**config.mk**
```make
export PLATFORM = sky130hd
export DESIGN_NAME = xcvr_mode_ctrl
export DESIGN_NICKNAME = d
export VERILOG_FILES = /design/src/rtl/xm_pkg.sv /design/src/rtl/xm_sync.sv /design/src/rtl/xm_delay.sv /design/src/rtl/xm_fsm.sv /design/src/rtl/xcvr_mode_ctrl.sv
export SDC_FILE = /design/constraint.sdc
export NUM_CORES = 1
export LEC_CHECK = 0
export BUFFER_PORTS_ARGS = -buffer_cell sky130_fd_sc_hd__buf_2
export CORE_ASPECT_RATIO = 0.6
export CORE_UTILIZATION = 40
export DETAILED_ROUTE_END_ITERATION = 6
export PLACE_DENSITY = 0.7
export SETUP_SLACK_MARGIN = 0.15
export SLEW_MARGIN = 15
export SYNTH_ARGS = -nofsm -noshare
export SYNTH_HDL_FRONTEND = slang
export SYNTH_HIERARCHICAL = 1
export SYNTH_SLANG_ARGS = --single-unit
```
**constraint.sdc**
```tcl
create_clock -name clk -period 2.6 [get_ports clk]
set_clock_uncertainty 0.05 [all_clocks]
set_input_delay 0.26 -clock clk [delete_from_list [all_inputs] [get_ports clk]]
set_output_delay 0.26 -clock clk [all_outputs]
set_load 0.01 [all_outputs]
```
**src/rtl/xm_pkg.sv**
```systemverilog
package xm_pkg;
  typedef enum logic [1:0] {
    XM_OFF   = 2'd0,
    XM_PRE   = 2'd1,
    XM_RUN   = 2'd2,
    XM_SLEEP = 2'd3
  } xm_mode_e;
endpackage

```
**src/rtl/xm_sync.sv**
```systemverilog
module xm_sync #(
  parameter int W      = 2,
  parameter int STAGES = 2
) (
  input  logic         clk,
  input  logic         rst_n,
  input  logic [W-1:0] d_i,
  output logic [W-1:0] q_o
);
  logic [W-1:0] stg [STAGES];

  genvar g;
  generate
    for (g = 0; g < STAGES; g++) begin : g_stage
      if (g == 0) begin : g_first
        always_ff @(posedge clk or negedge rst_n)
          if (!rst_n) stg[g] <= '0;
          else        stg[g] <= d_i;
      end else begin : g_next
        always_ff @(posedge clk or negedge rst_n)
          if (!rst_n) stg[g] <= '0;
          else        stg[g] <= stg[g-1];
      end
    end
  endgenerate

  assign q_o = stg[STAGES-1];
endmodule

```
**src/rtl/xm_delay.sv**
```systemverilog
module xm_delay #(
  parameter int CW = 10
) (
  input  logic          clk,
  input  logic          rst_n,
  input  logic          load_i,
  input  logic          cancel_i,
  input  logic [CW-1:0] val_i,
  output logic          busy_o,
  output logic          done_o
);
  logic [CW-1:0] cnt;

  always_ff @(posedge clk or negedge rst_n) begin
    if (!rst_n) begin
      cnt    <= '0;
      busy_o <= 1'b0;
    end else if (cancel_i) begin
      busy_o <= 1'b0;
    end else if (load_i) begin
      cnt    <= val_i;
      busy_o <= 1'b1;
    end else if (busy_o) begin
      if (cnt == CW'(1)) busy_o <= 1'b0;
      else               cnt    <= cnt - CW'(1);
    end
  end

  assign done_o = busy_o && (cnt == CW'(1));

  // a running delay counts down by one per cycle
  assert_countdown_R3: assert property (@(posedge clk) disable iff (!rst_n)
    (busy_o && !load_i && !cancel_i && cnt > CW'(1)) |=> (busy_o && cnt == $past(cnt) - CW'(1)));
endmodule

```
**src/rtl/xm_fsm.sv**
```systemverilog
module xm_fsm
  import xm_pkg::*;
#(
  parameter int CW        = 10,
  parameter int NORM_DLY  = 875,
  parameter int SLEEP_DLY = 750
) (
  input  logic          clk,
  input  logic          rst_n,
  input  logic          supply_ok_i,
  input  logic          en_rise_i,
  input  logic          en_fall_i,
  input  logic          txd_hi_i,
  input  logic          wake_req_i,
  input  logic          wake_local_i,
  input  logic          tmr_done_i,
  output logic          tmr_load_o,
  output logic          tmr_cancel_o,
  output logic [CW-1:0] tmr_val_o,
  output xm_mode_e      state_o,
  output logic          wake_flag_o,
  output logic          wake_loc_o
);
  xm_mode_e state_q, state_d, tgt_q, tgt_d;
  logic     flag_d, loc_d;

  always_comb begin
    state_d      = state_q;
    tgt_d        = tgt_q;
    flag_d       = wake_flag_o;
    loc_d        = wake_loc_o;
    tmr_load_o   = 1'b0;
    tmr_cancel_o = 1'b0;
    tmr_val_o    = CW'(NORM_DLY);
    if (!supply_ok_i) begin
      state_d      = XM_OFF;
      flag_d       = 1'b0;
      loc_d        = 1'b0;
      tmr_cancel_o = 1'b1;
    end else begin
      unique case (state_q)
        XM_OFF: begin
          state_d      = XM_PRE;
          flag_d       = 1'b0;
          loc_d        = 1'b0;
          tmr_cancel_o = 1'b1;
        end
        XM_PRE: begin
          if (en_rise_i) begin
            tmr_load_o = 1'b1;
            tgt_d      = XM_RUN;
            flag_d     = 1'b0;
            loc_d      = 1'b0;
          end else if (en_fall_i && txd_hi_i) begin
            tmr_load_o = 1'b1;
            tmr_val_o  = CW'(SLEEP_DLY);
            tgt_d      = XM_SLEEP;
          end else if (tmr_done_i) begin
            state_d = tgt_q;
            if (tgt_q == XM_SLEEP) begin
              flag_d = 1'b0;
              loc_d  = 1'b0;
            end
          end
        end
        XM_RUN: begin
          if (en_fall_i && txd_hi_i) begin
            tmr_load_o = 1'b1;
            tmr_val_o  = CW'(SLEEP_DLY);
            tgt_d      = XM_SLEEP;
          end else if (tmr_done_i) begin
            state_d = tgt_q;
          end
        end
        XM_SLEEP: begin
          if (wake_req_i) begin
            state_d      = XM_PRE;
            flag_d       = 1'b1;
            loc_d        = wake_local_i;
            tmr_cancel_o = 1'b1;
          end else if (en_rise_i) begin
            tmr_load_o = 1'b1;
            tgt_d      = XM_RUN;
          end else if (tmr_done_i) begin
            state_d = tgt_q;
          end
        end
        default: state_d = XM_OFF;
      endcase
    end
  end

  always_ff @(posedge clk or negedge rst_n) begin
    if (!rst_n) begin
      state_q     <= XM_OFF;
      tgt_q       <= XM_RUN;
      wake_flag_o <= 1'b0;
      wake_loc_o  <= 1'b0;
    end else begin
      state_q     <= state_d;
      tgt_q       <= tgt_d;
      wake_flag_o <= flag_d;
      wake_loc_o  <= loc_d;
    end
  end

  assign state_o = state_q;

  assert_unpowered_R2: assert property (@(posedge clk) disable iff (!rst_n)
    !supply_ok_i |=> (state_q == XM_OFF && !wake_flag_o));
  assert_powerup_R1: assert property (@(posedge clk) disable iff (!rst_n)
    (state_q == XM_OFF && supply_ok_i) |=> (state_q == XM_PRE && !wake_flag_o));
  assert_wake_R7: assert property (@(posedge clk) disable iff (!rst_n)
    (state_q == XM_SLEEP && supply_ok_i && wake_req_i) |=> (state_q == XM_PRE && wake_flag_o));
  assert_clear_R9: assert property (@(posedge clk) disable iff (!rst_n)
    (en_rise_i && state_q == XM_PRE) |=> (!wake_flag_o && !wake_loc_o));
  assert_wake_ignored_R11: assert property (@(posedge clk) disable iff (!rst_n)
    (wake_req_i && supply_ok_i && state_q != XM_SLEEP && !wake_flag_o) |=> !wake_flag_o);
endmodule

```
**src/rtl/xcvr_mode_ctrl.sv**
```systemverilog
module xcvr_mode_ctrl
  import xm_pkg::*;
#(
  parameter int NORM_DLY    = 875,
  parameter int SLEEP_DLY   = 750,
  parameter int SYNC_STAGES = 2
) (
  input  logic       clk,
  input  logic       rst_n,
  input  logic       supply_ok_i,
  input  logic       en_i,
  input  logic       txd_i,
  input  logic       wake_req_i,
  input  logic       wake_local_i,
  input  logic       bus_rx_i,
  output logic [1:0] mode_o,
  output logic       inh_on_o,
  output logic       term_on_o,
  output logic       rxd_o,
  output logic       txd_strong_pd_o,
  output logic       tx_en_o
);
  localparam int MAX_DLY = (NORM_DLY > SLEEP_DLY) ? NORM_DLY : SLEEP_DLY;
  localparam int CW      = $clog2(MAX_DLY + 1);

  logic [1:0]    pin_s;
  logic          en_s, txd_s, en_d, en_rise, en_fall;
  logic          tmr_load, tmr_cancel, tmr_busy, tmr_done;
  logic [CW-1:0] tmr_val;
  xm_mode_e      state;
  logic          wake_flag, wake_loc;

  xm_sync #(.W(2), .STAGES(SYNC_STAGES)) u_sync (
    .clk(clk), .rst_n(rst_n), .d_i({txd_i, en_i}), .q_o(pin_s)
  );
  assign en_s  = pin_s[0];
  assign txd_s = pin_s[1];

  always_ff @(posedge clk or negedge rst_n)
    if (!rst_n) en_d <= 1'b0;
    else        en_d <= en_s;

  assign en_rise = en_s & ~en_d;
  assign en_fall = ~en_s & en_d;

  xm_delay #(.CW(CW)) u_delay (
    .clk(clk), .rst_n(rst_n), .load_i(tmr_load), .cancel_i(tmr_cancel),
    .val_i(tmr_val), .busy_o(tmr_busy), .done_o(tmr_done)
  );

  xm_fsm #(.CW(CW), .NORM_DLY(NORM_DLY), .SLEEP_DLY(SLEEP_DLY)) u_fsm (
    .clk(clk), .rst_n(rst_n), .supply_ok_i(supply_ok_i),
    .en_rise_i(en_rise), .en_fall_i(en_fall), .txd_hi_i(txd_s),
    .wake_req_i(wake_req_i), .wake_local_i(wake_local_i),
    .tmr_done_i(tmr_done), .tmr_load_o(tmr_load), .tmr_cancel_o(tmr_cancel),
    .tmr_val_o(tmr_val), .state_o(state), .wake_flag_o(wake_flag),
    .wake_loc_o(wake_loc)
  );

  always_comb begin
    mode_o          = state;
    inh_on_o        = (state == XM_PRE) || (state == XM_RUN);
    term_on_o       = (state == XM_PRE) || (state == XM_RUN);
    tx_en_o         = (state == XM_RUN);
    txd_strong_pd_o = (state == XM_PRE) && wake_flag && wake_loc;
    unique case (state)
      XM_RUN:  rxd_o = bus_rx_i;
      XM_PRE:  rxd_o = ~wake_flag;
      default: rxd_o = 1'b1;
    endcase
  end

  // an unqualified falling edge never starts a sleep entry from normal mode
  assert_sleep_blocked_R5: assert property (@(posedge clk) disable iff (!rst_n)
    (en_fall && !txd_s && supply_ok_i && state == XM_RUN && !tmr_busy) |=> (mode_o == 2'd2));
endmodule

```
==> impl_metrics.tcl <==
set metrics [dict create \
    largest_family_of_logic_cells_by_synthesized_area "compound AO/OA/AOI/OAI gates" \
    finalSetupTns_ns 0 \
    unique_cell_type_count_in_the_yosys_netlist 47 \
    wire_per_inst_um 14.9 \
    die_x_um 83.7 \
    crit_required_ns 2.74 \
    core_area_um2 3740 \
    io_pins 15 \
    seq_power_share_pct 42.9 \
    report.power.total_uw 967 \
    post-route-drc-count 0 \
    placement_rows 17 \
    clock_insertion_delay_at_the_later_pin_of_the_skew_report_ns 0.26 \
    share_comb_of_total_power_pct 24.3 \
    tritoncts_num_sinks 22 \
    peakVddDrop_v 0.000288 \
    share_of_cells_above_drive_strength_1_pct 21.7 \
    netlist_top_cells_count "dfrtp_1 (21), inv_1 (15), a21oi_1 (14), o21ai_0 (14), nor2_1 (12)" \
    grt_pass1_vias 1232 \
    netlist.area_leader.share_pct 32.8 \
    synth.yosys.seq_area_share_pct 34.4 \
    cts_tree "done" \
    detail_route.iter0.violations 146 \
    synthMostInstantiatedCell "dfrtp_1" \
    cts_htree_levels 1 \
    antenna_cells 0 \
    swShare_pct 28.9 \
    leakage_uw 0.000829 \
    detail_route.vias_per_cell 5.59 \
    synth_async_sr_flop_share_pct 100 \
    pwr_density_cell_nw_per_um2 532 \
    critical_path.max_fanout 3 \
    number_of_buffers_created_by_cts 3 \
    drt_pre_antenna_iters 5 \
    grt_pass1_wl_mm 6.32 \
    place.gp.congestion 0.860 \
    status "completed" \
    relative_slew_slack_pct 66.4 \
    portBuffers 14 \
    final_core_util_pct 48.6 \
    yosys_warnings 6 \
    post-route-period-util_pct 92.4 \
    globalRouteOverflowTotal 0 \
    synth.avg_cell_area_um2 8.76 \
    ys_ff_latch 22 \
    synth-edff-count 0 \
    layout-area-overhead-vs-synth_pct 13.4 \
    path_clk_slew_ns 0.08 \
    synth_xor_xnor_area_share_pct 0 \
    setup_violators_final 0 \
    achievable-frequency_ghz 0.416 \
    post_synth_mux_area_share_pct 2.50 \
    post-synth-top-area-cell "dfrtp_1" \
    route.final.wire_length_mm 3.66 \
    power.share.clock_pct 32.7 \
    time_the_worst_path_needs_with_i_o_delays_and_setup_ns 2.40 \
    critPathCaptureType "register" \
    filler_cell_count 357 \
    synth-compound-area-share_pct 21.4 \
    initial_utilization_pct 42.8 \
    via_count 1370 \
    post_synth_instance_area_um2 1600 \
    timing.final.max_slew_violations 0 \
    post-route-worst-setup-slack_ns 0.199 \
    power.switching_uw 279 \
    grt_max_degree 23 \
    num-nets-final 218 \
    postSynthCellCount 183 \
    crit_arrival_ns 2.54 \
    cell_internal_pwr_uw 687 \
    rsz0062_at_grt "yes" \
    synth-simple-area-share_pct 21.1 \
    start_kind "register" \
    place.detailed.hpwl_mm 2.77 \
    grt_antenna_before_repair 0 \
    tightestPinTransition_ns 0.505 \
    grt.total_usage_pct 19.1 \
    design.die.area_um2 4270 \
    drt.antenna.violating_nets 0 \
    buffer_cell_driving_the_clock_tree_root "clkbuf_8" \
    preCtsSetupSlack_ns 0.0945 \
    synthTopCellsByArea "dfrtp_1 (33%), ha_1 (8.6%), buf_4 (5.2%)" \
    finalHoldViolations 0 \
    critPathKind "register to register" \
    hold_path.class "primary input to register" \
    synthFlopType "dfrtp_1" \
    chipHeight_um 51.0 \
    drv_cap 0 \
    synthAdderAreaFrac_pct 8.59 \
    cts_max_path_buffers 2 \
]
==> registers in the layout, indices dropped and copies added (netlist names) <==
signal and flops:
u_delay/cnt 10, u_fsm/state_o 2, u_fsm/tgt_q 2, u_sync/q_o 2
u_sync/stg 2, en_d 1, u_delay/busy_o 1, u_fsm/wake_flag_o 1
u_fsm/wake_loc_o 1
==> metrics by stage <==
stage | hold WS, ns | instance area [um2] | std cells
detailed placement | 0.209 | 1710 | 239
finish | 0.0472 | 1820 | 245
global route | 0.0294 | 1820 | 245
floorplan | -0.0856 | 1630 | 187
global placement | 0.212 | 1710 | 239
CTS | 0.0403 | 1820 | 245
==> cells by family after synthesis <==
logic type      Yosys count
simple gates             58
other cells               2
compound gates           52
flops                    22
buf+inv                  34
fa+ha+maj                11
mux                       4
==> critical path: stages, from the launching register on <==
cell and delay [ns]:
dfrtp_1 0.39, inv_1 0.10, ha_1 0.14, or3b_4 0.39
or3_4 0.41, nor2_4 0.15, nand4b_4 0.12, a311oi_4 0.33
mux2i_1 0.24
==> layout by cell type, fill, tap and decap left out, types with 4 or more instances in the layout <==
master | Yosys | layout
dfrtp_1 | 21 | 20
inv_1 | 15 | 15
a21oi_1 | 14 | 14
buf_2 | 1 | 14
o21ai_0 | 14 | 14
ha_1 | 11 | 11
nor2_1 | 12 | 11
buf_4 | 11 | 9
nand3_1 | 8 | 8
nand2_1 | 7 | 7
nor3_1 | 6 | 6
conb_1 | 2 | 6
a22oi_1 | 5 | 5
nor2b_1 | 4 | 4
a32oi_1 | 4 | 4
mux2i_1 | 4 | 4
==> area by class of cell <==
| class | count | area, um2 | area share [%] |
|---|---|---|---|
| Timing Repair Buffer | 25 | 168 | 9.22 |
| Inverter | 16 | 60.1 | 3.30 |
| Clock buffer | 3 | 41.3 | 2.27 |
| Tap cell | 47 | 58.8 | 3.23 |
| Multi-Input combinational cell | 131 | 907 | 49.9 |
| Sequential cell | 22 | 553 | 30.4 |
| Clock inverter | 1 | 30.0 | 1.65 |
==> routing by layer <==
| layer | vias to the layer above | GRT usage [%] | wire, um | share of wire, % |
|---|---|---|---|---|
| met2 | 72 | 26.3 | 1380 | 38 |
| met5 | - | 0 | 0 | 0 |
| met4 | 0 | 3.67 | 6 | 0.16 |
| met3 | 2 | 4.36 | 309 | 8.4 |
| met1 | 624 | 29.8 | 1960 | 54 |
| li1 | 672 | - | - | - |
==> worst paths after layout <==
path / from / to / slack [ns] / cells after the start
worst max-delay path: u_delay/cnt[1] / u_fsm/wake_flag_o / 0.20 / 8
worst min-delay path: txd_i / u_sync/stg[3] / 0.05 / 1
worst max register to register: u_delay/cnt[1] / u_fsm/wake_flag_o / 0.20 / 8
worst min register to register: u_sync/stg[2] / u_sync/q_o[0] / 0.30 / 0
max in group asynchronous: rst_n / u_fsm/tgt_q[1] / 1.70 / 2
min in group asynchronous: rst_n / u_fsm/state_o[0] / 0.44 / 2
==> repair_timing <==
action | CTS | global route
gates resized for setup | 3 | 1
setup endpoints to repair | 2 | 3
setup buffers | 1 | 0
endpoints found under the hold margin | 21 | 0
hold buffers | 1 | 0
pin swaps | 2 | 1
==> power by group through the flow <==
stage          logic (uW)  clock network, uW  registers (uW)
2_1_floorplan         158                  0             418
3_3_place_gp          222                  0             417
3_5_place_dp          225                  0             420
4_1_cts               233                325             414
5_1_grt               262                344             422
6_report              235                317             415
No activity file was read; power rests on OpenSTA's default activity.
